## src/rtl/prb_pkg.sv

```systemverilog
package prb_pkg;

  typedef enum logic [1:0] {
    CLS_SHIFT = 2'd0,
    CLS_TEST  = 2'd1,
    CLS_CLEAR = 2'd2,
    CLS_SET   = 2'd3
  } cls_e;

  typedef enum logic [2:0] {
    SH_ROL_CIRC  = 3'd0,
    SH_ROR_CIRC  = 3'd1,
    SH_ROL_CARRY = 3'd2,
    SH_ROR_CARRY = 3'd3,
    SH_LEFT_ARITH  = 3'd4,
    SH_RIGHT_ARITH = 3'd5,
    SH_HALF_SWAP   = 3'd6,
    SH_RIGHT_LOGIC = 3'd7
  } shop_e;

  typedef struct packed {
    logic z;
    logic n;
    logic h;
    logic c;
  } flags_t;

endpackage

```

## src/rtl/prb_shift_core.sv

```systemverilog
module prb_shift_core #(
  parameter int W = 8
) (
  input  logic [2:0]   op_i,
  input  logic [W-1:0] a_i,
  input  logic         cin_i,
  output logic [W-1:0] y_o,
  output logic         cy_o,
  output logic         zero_o
);
  import prb_pkg::*;

  localparam int HALF = W / 2;

  function automatic logic [W-1:0] rot_left(input logic [W-1:0] v, input logic fill);
    return {v[W-2:0], fill};
  endfunction

  function automatic logic [W-1:0] rot_right(input logic [W-1:0] v, input logic fill);
    return {fill, v[W-1:1]};
  endfunction

  function automatic logic [W-1:0] half_swap(input logic [W-1:0] v);
    return {v[HALF-1:0], v[W-1:HALF]};
  endfunction

  logic msb_out;
  logic lsb_out;
  assign msb_out = a_i[W-1];
  assign lsb_out = a_i[0];

  always_comb begin
    y_o  = a_i;
    cy_o = 1'b0;
    unique case (shop_e'(op_i))
      SH_ROL_CIRC:    begin y_o = rot_left(a_i, msb_out);   cy_o = msb_out; end
      SH_ROR_CIRC:    begin y_o = rot_right(a_i, lsb_out);  cy_o = lsb_out; end
      SH_ROL_CARRY:   begin y_o = rot_left(a_i, cin_i);     cy_o = msb_out; end
      SH_ROR_CARRY:   begin y_o = rot_right(a_i, cin_i);    cy_o = lsb_out; end
      SH_LEFT_ARITH:  begin y_o = rot_left(a_i, 1'b0);      cy_o = msb_out; end
      SH_RIGHT_ARITH: begin y_o = rot_right(a_i, msb_out);  cy_o = lsb_out; end
      SH_HALF_SWAP:   begin y_o = half_swap(a_i);           cy_o = 1'b0;    end
      SH_RIGHT_LOGIC: begin y_o = rot_right(a_i, 1'b0);     cy_o = lsb_out; end
      default:        begin y_o = a_i;                      cy_o = 1'b0;    end
    endcase
  end

  assign zero_o = (y_o == '0);

  always_comb begin
    if (op_i == SH_LEFT_ARITH)  p_sla_fill_r5: assert (y_o[0] == 1'b0);
    if (op_i == SH_RIGHT_ARITH) p_sra_sign_r6: assert (y_o[W-1] == a_i[W-1]);
    if (op_i == SH_RIGHT_LOGIC) p_srl_fill_r7: assert (y_o[W-1] == 1'b0);
    if (op_i == SH_HALF_SWAP)   p_swap_carry_r8: assert (!cy_o && $countones(y_o) == $countones(a_i));
    if (op_i <= 3'd1)           p_circ_ones_r1: assert ($countones(y_o) == $countones(a_i));
  end

endmodule

```

## src/rtl/prb_bit_core.sv

```systemverilog
module prb_bit_core #(
  parameter int W  = 8,
  parameter int IW = $clog2(W)
) (
  input  logic [IW-1:0] idx_i,
  input  logic [W-1:0]  a_i,
  output logic          picked_o,
  output logic [W-1:0]  cleared_o,
  output logic [W-1:0]  setv_o
);

  logic [W-1:0] mask;

  for (genvar g = 0; g < W; g++) begin : g_mask
    assign mask[g] = (idx_i == IW'(g));
  end

  assign picked_o  = |(a_i & mask);
  assign cleared_o = a_i & ~mask;
  assign setv_o    = a_i | mask;

  always_comb begin
    p_one_hot_r10: assert ($onehot(mask));
    p_clear_touch_r11: assert ($countones(cleared_o ^ a_i) <= 1 && cleared_o[idx_i] == 1'b0);
    p_set_touch_r12: assert ($countones(setv_o ^ a_i) <= 1 && setv_o[idx_i] == 1'b1);
  end

endmodule

```

## src/rtl/prb_unit.sv

```systemverilog
module prb_unit (
  input  logic [1:0] cls_i,
  input  logic [2:0] op_i,
  input  logic [2:0] idx_i,
  input  logic [7:0] opnd_i,
  input  logic       z_i,
  input  logic       n_i,
  input  logic       h_i,
  input  logic       c_i,
  output logic [7:0] res_o,
  output logic       wb_o,
  output logic       z_o,
  output logic       n_o,
  output logic       h_o,
  output logic       c_o,
  output logic       z_we,
  output logic       n_we,
  output logic       h_we,
  output logic       c_we
);
  import prb_pkg::*;

  localparam int W  = 8;
  localparam int IW = $clog2(W);

  logic [W-1:0] sh_y;
  logic         sh_cy;
  logic         sh_zero;
  logic         bit_picked;
  logic [W-1:0] bit_cleared;
  logic [W-1:0] bit_setv;

  prb_shift_core #(.W(W)) u_shift (
    .op_i   (op_i),
    .a_i    (opnd_i),
    .cin_i  (c_i),
    .y_o    (sh_y),
    .cy_o   (sh_cy),
    .zero_o (sh_zero)
  );

  prb_bit_core #(.W(W), .IW(IW)) u_bit (
    .idx_i     (idx_i),
    .a_i       (opnd_i),
    .picked_o  (bit_picked),
    .cleared_o (bit_cleared),
    .setv_o    (bit_setv)
  );

  flags_t fin;
  flags_t fout;
  flags_t fen;

  assign fin = '{z: z_i, n: n_i, h: h_i, c: c_i};

  always_comb begin
    res_o = opnd_i;
    wb_o  = 1'b0;
    fout  = fin;
    fen   = '0;
    unique case (cls_e'(cls_i))
      CLS_SHIFT: begin
        res_o = sh_y;
        wb_o  = 1'b1;
        fout  = '{z: sh_zero, n: 1'b0, h: 1'b0, c: sh_cy};
        fen   = '{z: 1'b1, n: 1'b1, h: 1'b1, c: 1'b1};
      end
      CLS_TEST: begin
        fout  = '{z: ~bit_picked, n: 1'b0, h: 1'b1, c: c_i};
        fen   = '{z: 1'b1, n: 1'b1, h: 1'b1, c: 1'b0};
      end
      CLS_CLEAR: begin
        res_o = bit_cleared;
        wb_o  = 1'b1;
      end
      CLS_SET: begin
        res_o = bit_setv;
        wb_o  = 1'b1;
      end
      default: ;
    endcase
  end

  assign z_o  = fout.z;
  assign n_o  = fout.n;
  assign h_o  = fout.h;
  assign c_o  = fout.c;
  assign z_we = fen.z;
  assign n_we = fen.n;
  assign h_we = fen.h;
  assign c_we = fen.c;

  always_comb begin
    if (cls_i == CLS_SHIFT) p_shift_zero_r9: assert (z_o == (res_o == 8'h00) && !n_o && !h_o);
    if (cls_i == CLS_TEST)  p_test_nowrite_r10: assert (!wb_o && !c_we && c_o == c_i && res_o == opnd_i);
    if (cls_i == CLS_CLEAR) p_clear_noflag_r11: assert (!(z_we | n_we | h_we | c_we));
    if (cls_i == CLS_SET)   p_set_noflag_r12: assert (!(z_we | n_we | h_we | c_we));
  end

endmodule

```

## config.mk

```make
export PLATFORM = sky130hd
export DESIGN_NAME = prb_unit
export DESIGN_NICKNAME = d
export VERILOG_FILES = /design/src/rtl/prb_pkg.sv /design/src/rtl/prb_shift_core.sv /design/src/rtl/prb_bit_core.sv /design/src/rtl/prb_unit.sv
export SDC_FILE = /design/constraint.sdc
export NUM_CORES = 1
export LEC_CHECK = 0
export BUFFER_PORTS_ARGS = -buffer_cell sky130_fd_sc_hd__buf_4
export CORE_MARGIN = 2
export CORE_UTILIZATION = 40
export DETAILED_ROUTE_END_ITERATION = 12
export GPL_ROUTABILITY_DRIVEN = 0
export PLACE_DENSITY = 0.72
export SLEW_MARGIN = 20
export SYNTH_ARGS = -nofsm -noshare
export SYNTH_HDL_FRONTEND = slang
export SYNTH_HIERARCHICAL = 1
export SYNTH_SLANG_ARGS = --single-unit
```

## constraint.sdc

```tcl
create_clock -name vclk -period 1.4
set_input_delay 0.14 -clock vclk [all_inputs]
set_output_delay 0.14 -clock vclk [all_outputs]
set_load 0.01 [all_outputs]
```

# Word level (Yosys, flattened, before mapping)
# Index checks and enable logic that the tools add are counted.
dict set report word_totals {
  register_bits 0
  word_cells 36
  inputBits 20
}
dict set report classes {
  n_mux 6
  bitwise_logic 5
  reduce_logical 8
  eq_ne 17
}
# operator n
set op_table {}
lappend op_table {{$pmux 8 s8} 1}
lappend op_table {{$eq 3x3->1 const B} 8}
lappend op_table {{$pmux 8 s3} 1}
lappend op_table {{$and 8x8->8} 2}
lappend op_table {{$pmux 4 s2} 2}
lappend op_table {{$eq 3x2->1 const B} 4}
lappend op_table {{$logic_not 8->1} 1}
lappend op_table {{$not 8->8} 1}
lappend op_table {{$or 8x8->8} 1}
lappend op_table {{$reduce_or 8->1} 1}
lappend op_table {{$eq 3x1->1 const B} 2}
lappend op_table {{$logic_not 3->1} 2}
lappend op_table {{$reduce_or 3->1} 2}
lappend op_table {{$eq 2x2->1 const B} 2}
lappend op_table {{$reduce_or 4->1} 1}
lappend op_table {{$pmux 1 s3} 1}
lappend op_table {{$eq 2x1->1 const B} 1}
lappend op_table {{$logic_not 2->1} 1}
lappend op_table {{$mux 1} 1}
lappend op_table {{$not 1->1} 1}

# Depth between registers and ports, before layout
dict set report depth {
  ltp_word 5
  ltp_mapped 7
  depth_no_buf 6
}

# Cells and area by module
# Netlist, hierarchy kept.
# mod n_inst seq_area_each_um2 area_each_um2 cells_per_inst
set modules_own_cells {}
lappend modules_own_cells {prb_shift_core 1 0.0 316.6 50}
lappend modules_own_cells {prb_unit 1 0.0 284.0 23}
lappend modules_own_cells {prb_bit_core 1 0.0 226.5 30}

# Worst setup path after synthesis
# Ideal clock, no wire load.
dict set report synth_path {
  path_type {input to output}
  from {in op_i[1]}
  to {out z_o}
  required_ps 1260
  arrival_time_ps 1375
  n_path_buf 1
  slack_ps -115
  stages 7
  path_cell_list {buf_2 -> mux2_4 -> a21oi_1 -> o211ai_1 -> nor4_2 -> nand2b_1 -> a31oi_1}
}
dict set report synth_between {
  elab_chain_len 4
  word_cells_on_any_way 11
  classes_between {7 x eq/ne; 2 x mux; 2 x reduce/logical}
}
# element line_no
set synth_rtl {}
lappend synth_rtl {{from (decl)} prb_unit.sv:3} ;# input logic [2:0] op_i,
lappend synth_rtl {{$eq 3x3->1 (tied with other cells)} --}
lappend synth_rtl {{$pmux 8 s8 *} prb_shift_core.sv:35} ;# unique case (shop_e'(op_i))
lappend synth_rtl {{$logic_not 8->1 *} prb_shift_core.sv:48} ;# assign zero_o = (y_o == '0);
lappend synth_rtl {{net sh_zero} prb_unit.sv:28} ;# logic sh_zero;
lappend synth_rtl {{$pmux 4 s2 *} prb_unit.sv:61} ;# unique case (cls_e'(cls_i))
lappend synth_rtl {{to (decl)} prb_unit.sv:12} ;# output logic z_o,
# The timed path passes the listed nets; every way through them passes the cells marked *.

# Worst setup path after layout
dict set report layout_path {
  from {in opnd_i[1]}
  to {out z_o}
}
dict set report layout_between {
  word_cells_on_any_way 6
  classes_between {2 x mux; 2 x bitwise; 2 x reduce/logical}
}
# element line_no
set layout_rtl {}
lappend layout_rtl {{from (decl)} prb_unit.sv:5} ;# input logic [7:0] opnd_i,
lappend layout_rtl {{$pmux 8 s8} prb_shift_core.sv:35}
lappend layout_rtl {{$logic_not 8->1} prb_shift_core.sv:48}
lappend layout_rtl {{net sh_zero} prb_unit.sv:28}
lappend layout_rtl {{$pmux 4 s2} prb_unit.sv:61}
# The timed path passes the listed nets, and every way through them passes these cells.

==> summary.txt <==
Worst setup path
  • CP max FO: 5
  • CP Buf/Inv Count: 3
  • WS Path Type: input port to output port
  • Crit path launch: opnd_i[1]
  • CP required: about 1.3 ns
  • CP max-delay cell: nor4_2
  • Worst setup path end: z_o
  • Levels on crit path: 9
  • CP endpoint kind: output port
  • Worst path max stage delay: around 0.26 ns
  • Startpoint types: input port
  • WP data arrival: around 1.5 ns
  • CP Cell Sequence: buf_4 -> buf_4 -> nand2b_1 -> nor3_1 -> a21oi_1 -> nor4_2 -> nand2b_1 -> a31oi_4 -> buf_6
  • Cell family with most CP delay: simple AND/OR/NAND/NOR gates

GRT
  • Total GRT Usage: 0.222
  • Largest net degree at the start of global routing: 15
  • Grt ovf: 0
  • Initial antenna violation count: 0
  • First-pass GRT wire length: about 4.4 mm
  • Number of global-route vias before repair: roughly 970

Power
  • Sw frac: 0.427
  • Int Pwr: 0.000309 W
  • Logic pwr share: 1.000
  • Clk pwr share: 0
  • Leakage: 0.665 nW
  • VDD IR max: approximately 0.00020 V
  • Switch Pwr: around 0.00023 W
  • Pwr dens: around 360 nW/um^2
  • Reg power frac: 0
  • Pwr Total: around 0.00054 W

Placed design
  • Port Buffers: 37
  • Pre-CTS setup slack: -0.222 ns
  • HPWL after DPL: about 2 mm

Run status
  • Failing checks: negative setup slack
  • Outcome: finished with violations

STA
  • Final worst path period share: 1.14
  • RSZ-0062 raised after global routing: true
  • Worst slew pin tran: 0.251 ns
  • Final setup fails: 8
  • Max Clk Rate: approximately 630 MHz
  • Final worst slack: -0.190 ns
  • Final Hold Viols: 0
  • Tmin final: about 1.6 ns
  • Slew Limit Fails: 0
  • Relative slew slack: 0.833

Floorplanning
  • I/O Pins: 37
  • Die Area: roughly 2400 um^2
  • DIE HEIGHT: 49.5 um
  • Starting Density: 0.422
  • Die Wd: around 49 um
  • Core area: ~2000 um^2
  • Row count: 16

Logic synthesis
  • Combinational family with the most area after synthesis: multiplexers
  • Mapped Cells: between 100 and 150
  • Post-Syn Area: about 830 um^2
  • Simple-gate share of the synthesized area: 0.248
  • Post-Synth Adder-Cell Area: 0
  • Synth Area in XOR/XNOR: 0
  • Post-synthesis mux area share: 0.404
  • Post-synth cell types: 34
  • Synth warn: 6
  • Synth Area in Compound Gates: 0.268
  • Seq/Total Area, Yosys: 0
  • Syn Nets: roughly 120
  • Syn avg cell area: ~8 um^2

Min path
  • Hold Crit Class: input port to output port

Finish
  • Register area: 0 um^2
  • Seq cells: 0
  • Clock buffer count: 0
  • Nets: 178
  • Ant diodes: 0
  • Layout cell share with drive strength beyond 1: 0.603
  • Layout Area Growth over Synthesis: 80.0%
  • Fillers: 137

Routing
  • DR WL/cell: 15.8 um
  • DRC viols: 0
  • Vias: about 1000
  • DRT iter0 DRCs: 44
  • Final wirelength: approximately 2.9 mm
  • Number of routed nets with antenna violations: 0
  • TritonRoute pass-1 iters: 4
  • Vias per inst: ~5.7

Job
  • Max Cap Viol: 0
placed cells by master (no fill, tap or decap), drive strengths merged, types with 2 or more instances in the layout:
cell type  count
a21boi         4
a21oi          4
buf           62
nor2b          5
nor3           2
o21ai          8
inv            2
mux4          10
nand2b         5
and2           2
a21o           4
mux2           3
o21a           3
o21bai         3
mux2i          6
a31oi          2
nand2         15
nor2           6
cell type report:
type | instances | area, um^2 | area share
tap | 27 | 33.8 | 0.0227
inverter | 2 | 7.51 | 0.00504
multi-input combinational | 92 | 875 | 0.587
timing repair buffer | 62 | 573 | 0.385
power groups by stage:
stage	clock network, W	logic [W]	registers [W]
5_1_grt	0	0.000574	0
6_report	0	0.000540	0
4_1_cts	0	0.000494	0
3_3_place_gp	0	0.000428	0
3_5_place_dp	0	0.000438	0
2_1_floorplan	0	0.000240	0
synth_stat cells, drive strengths merged (2+ instances only):
library cell / n / area share
buf: 8 / 0.062
nor2: 6 / 0.027
nor2b: 5 / 0.038
nand2: 14 / 0.073
and2: 2 / 0.015
nor3: 2 / 0.012
a31oi: 2 / 0.015
o21a: 3 / 0.027
inv: 2 / 0.0091
o21bai: 3 / 0.027
mux2i: 6 / 0.073
clkbuf: 2 / 0.0091
mux4: 10 / 0.29
o21ai: 8 / 0.048
a21oi: 4 / 0.024
nand2b: 5 / 0.038
a21boi: 4 / 0.036
mux2: 3 / 0.045
a21o: 4 / 0.036
logic make-up after synthesis:
family                 after synthesis
buffers and inverters               12
AOI/OAI and AO/OA                   33
muxes                               19
and+or+nand+nor                     39
routing by layer:
| layer | up-vias | wire (um) | GRT usage | share of wire |
|---|---|---|---|---|
| li1 | 497 | - | - | - |
| met2 | 57 | 1520 | 0.426 | 0.52 |
| met4 | 0 | 47 | 0.0185 | 0.016 |
| met3 | 8 | 176 | 0.0121 | 0.061 |
| met5 | - | 0 | 0 | 0 |
| met1 | 487 | 1160 | 0.284 | 0.40 |
per-stage QoR:
step,utilization,TNS (ns),hold slack (ns),instance area (um^2),std cells
detailed placement,0.644,-1.32,0.572,1260,175
finish,0.759,-0.700,0.569,1490,183
global placement,0.644,-1.16,0.556,1260,175
CTS,0.707,-0.573,0.572,1390,179
global route,0.759,-1.11,0.577,1490,183
floorplan,-,0,0.338,882,103
worst min path at each step:
stage | from | depth (start not counted) | endpoint
floorplan | cls_i[1] | 1 | c_we
global placement | h_i | 4 | h_o
detailed placement | n_i | 3 | n_o
CTS | n_i | 3 | n_o
global route | n_i | 3 | n_o
finish | n_i | 3 | n_o
timing repair:
action | in CTS | in global routing
pin swaps | 5 | 5
setup buffers | 3 | 4
gates resized for setup | 32 | 22
gates cloned | 1 | 0
endpoints found under the setup margin | 9 | 9
hold buffers | 0 | 0
Note: power is estimated with default switching activity, not from simulation.
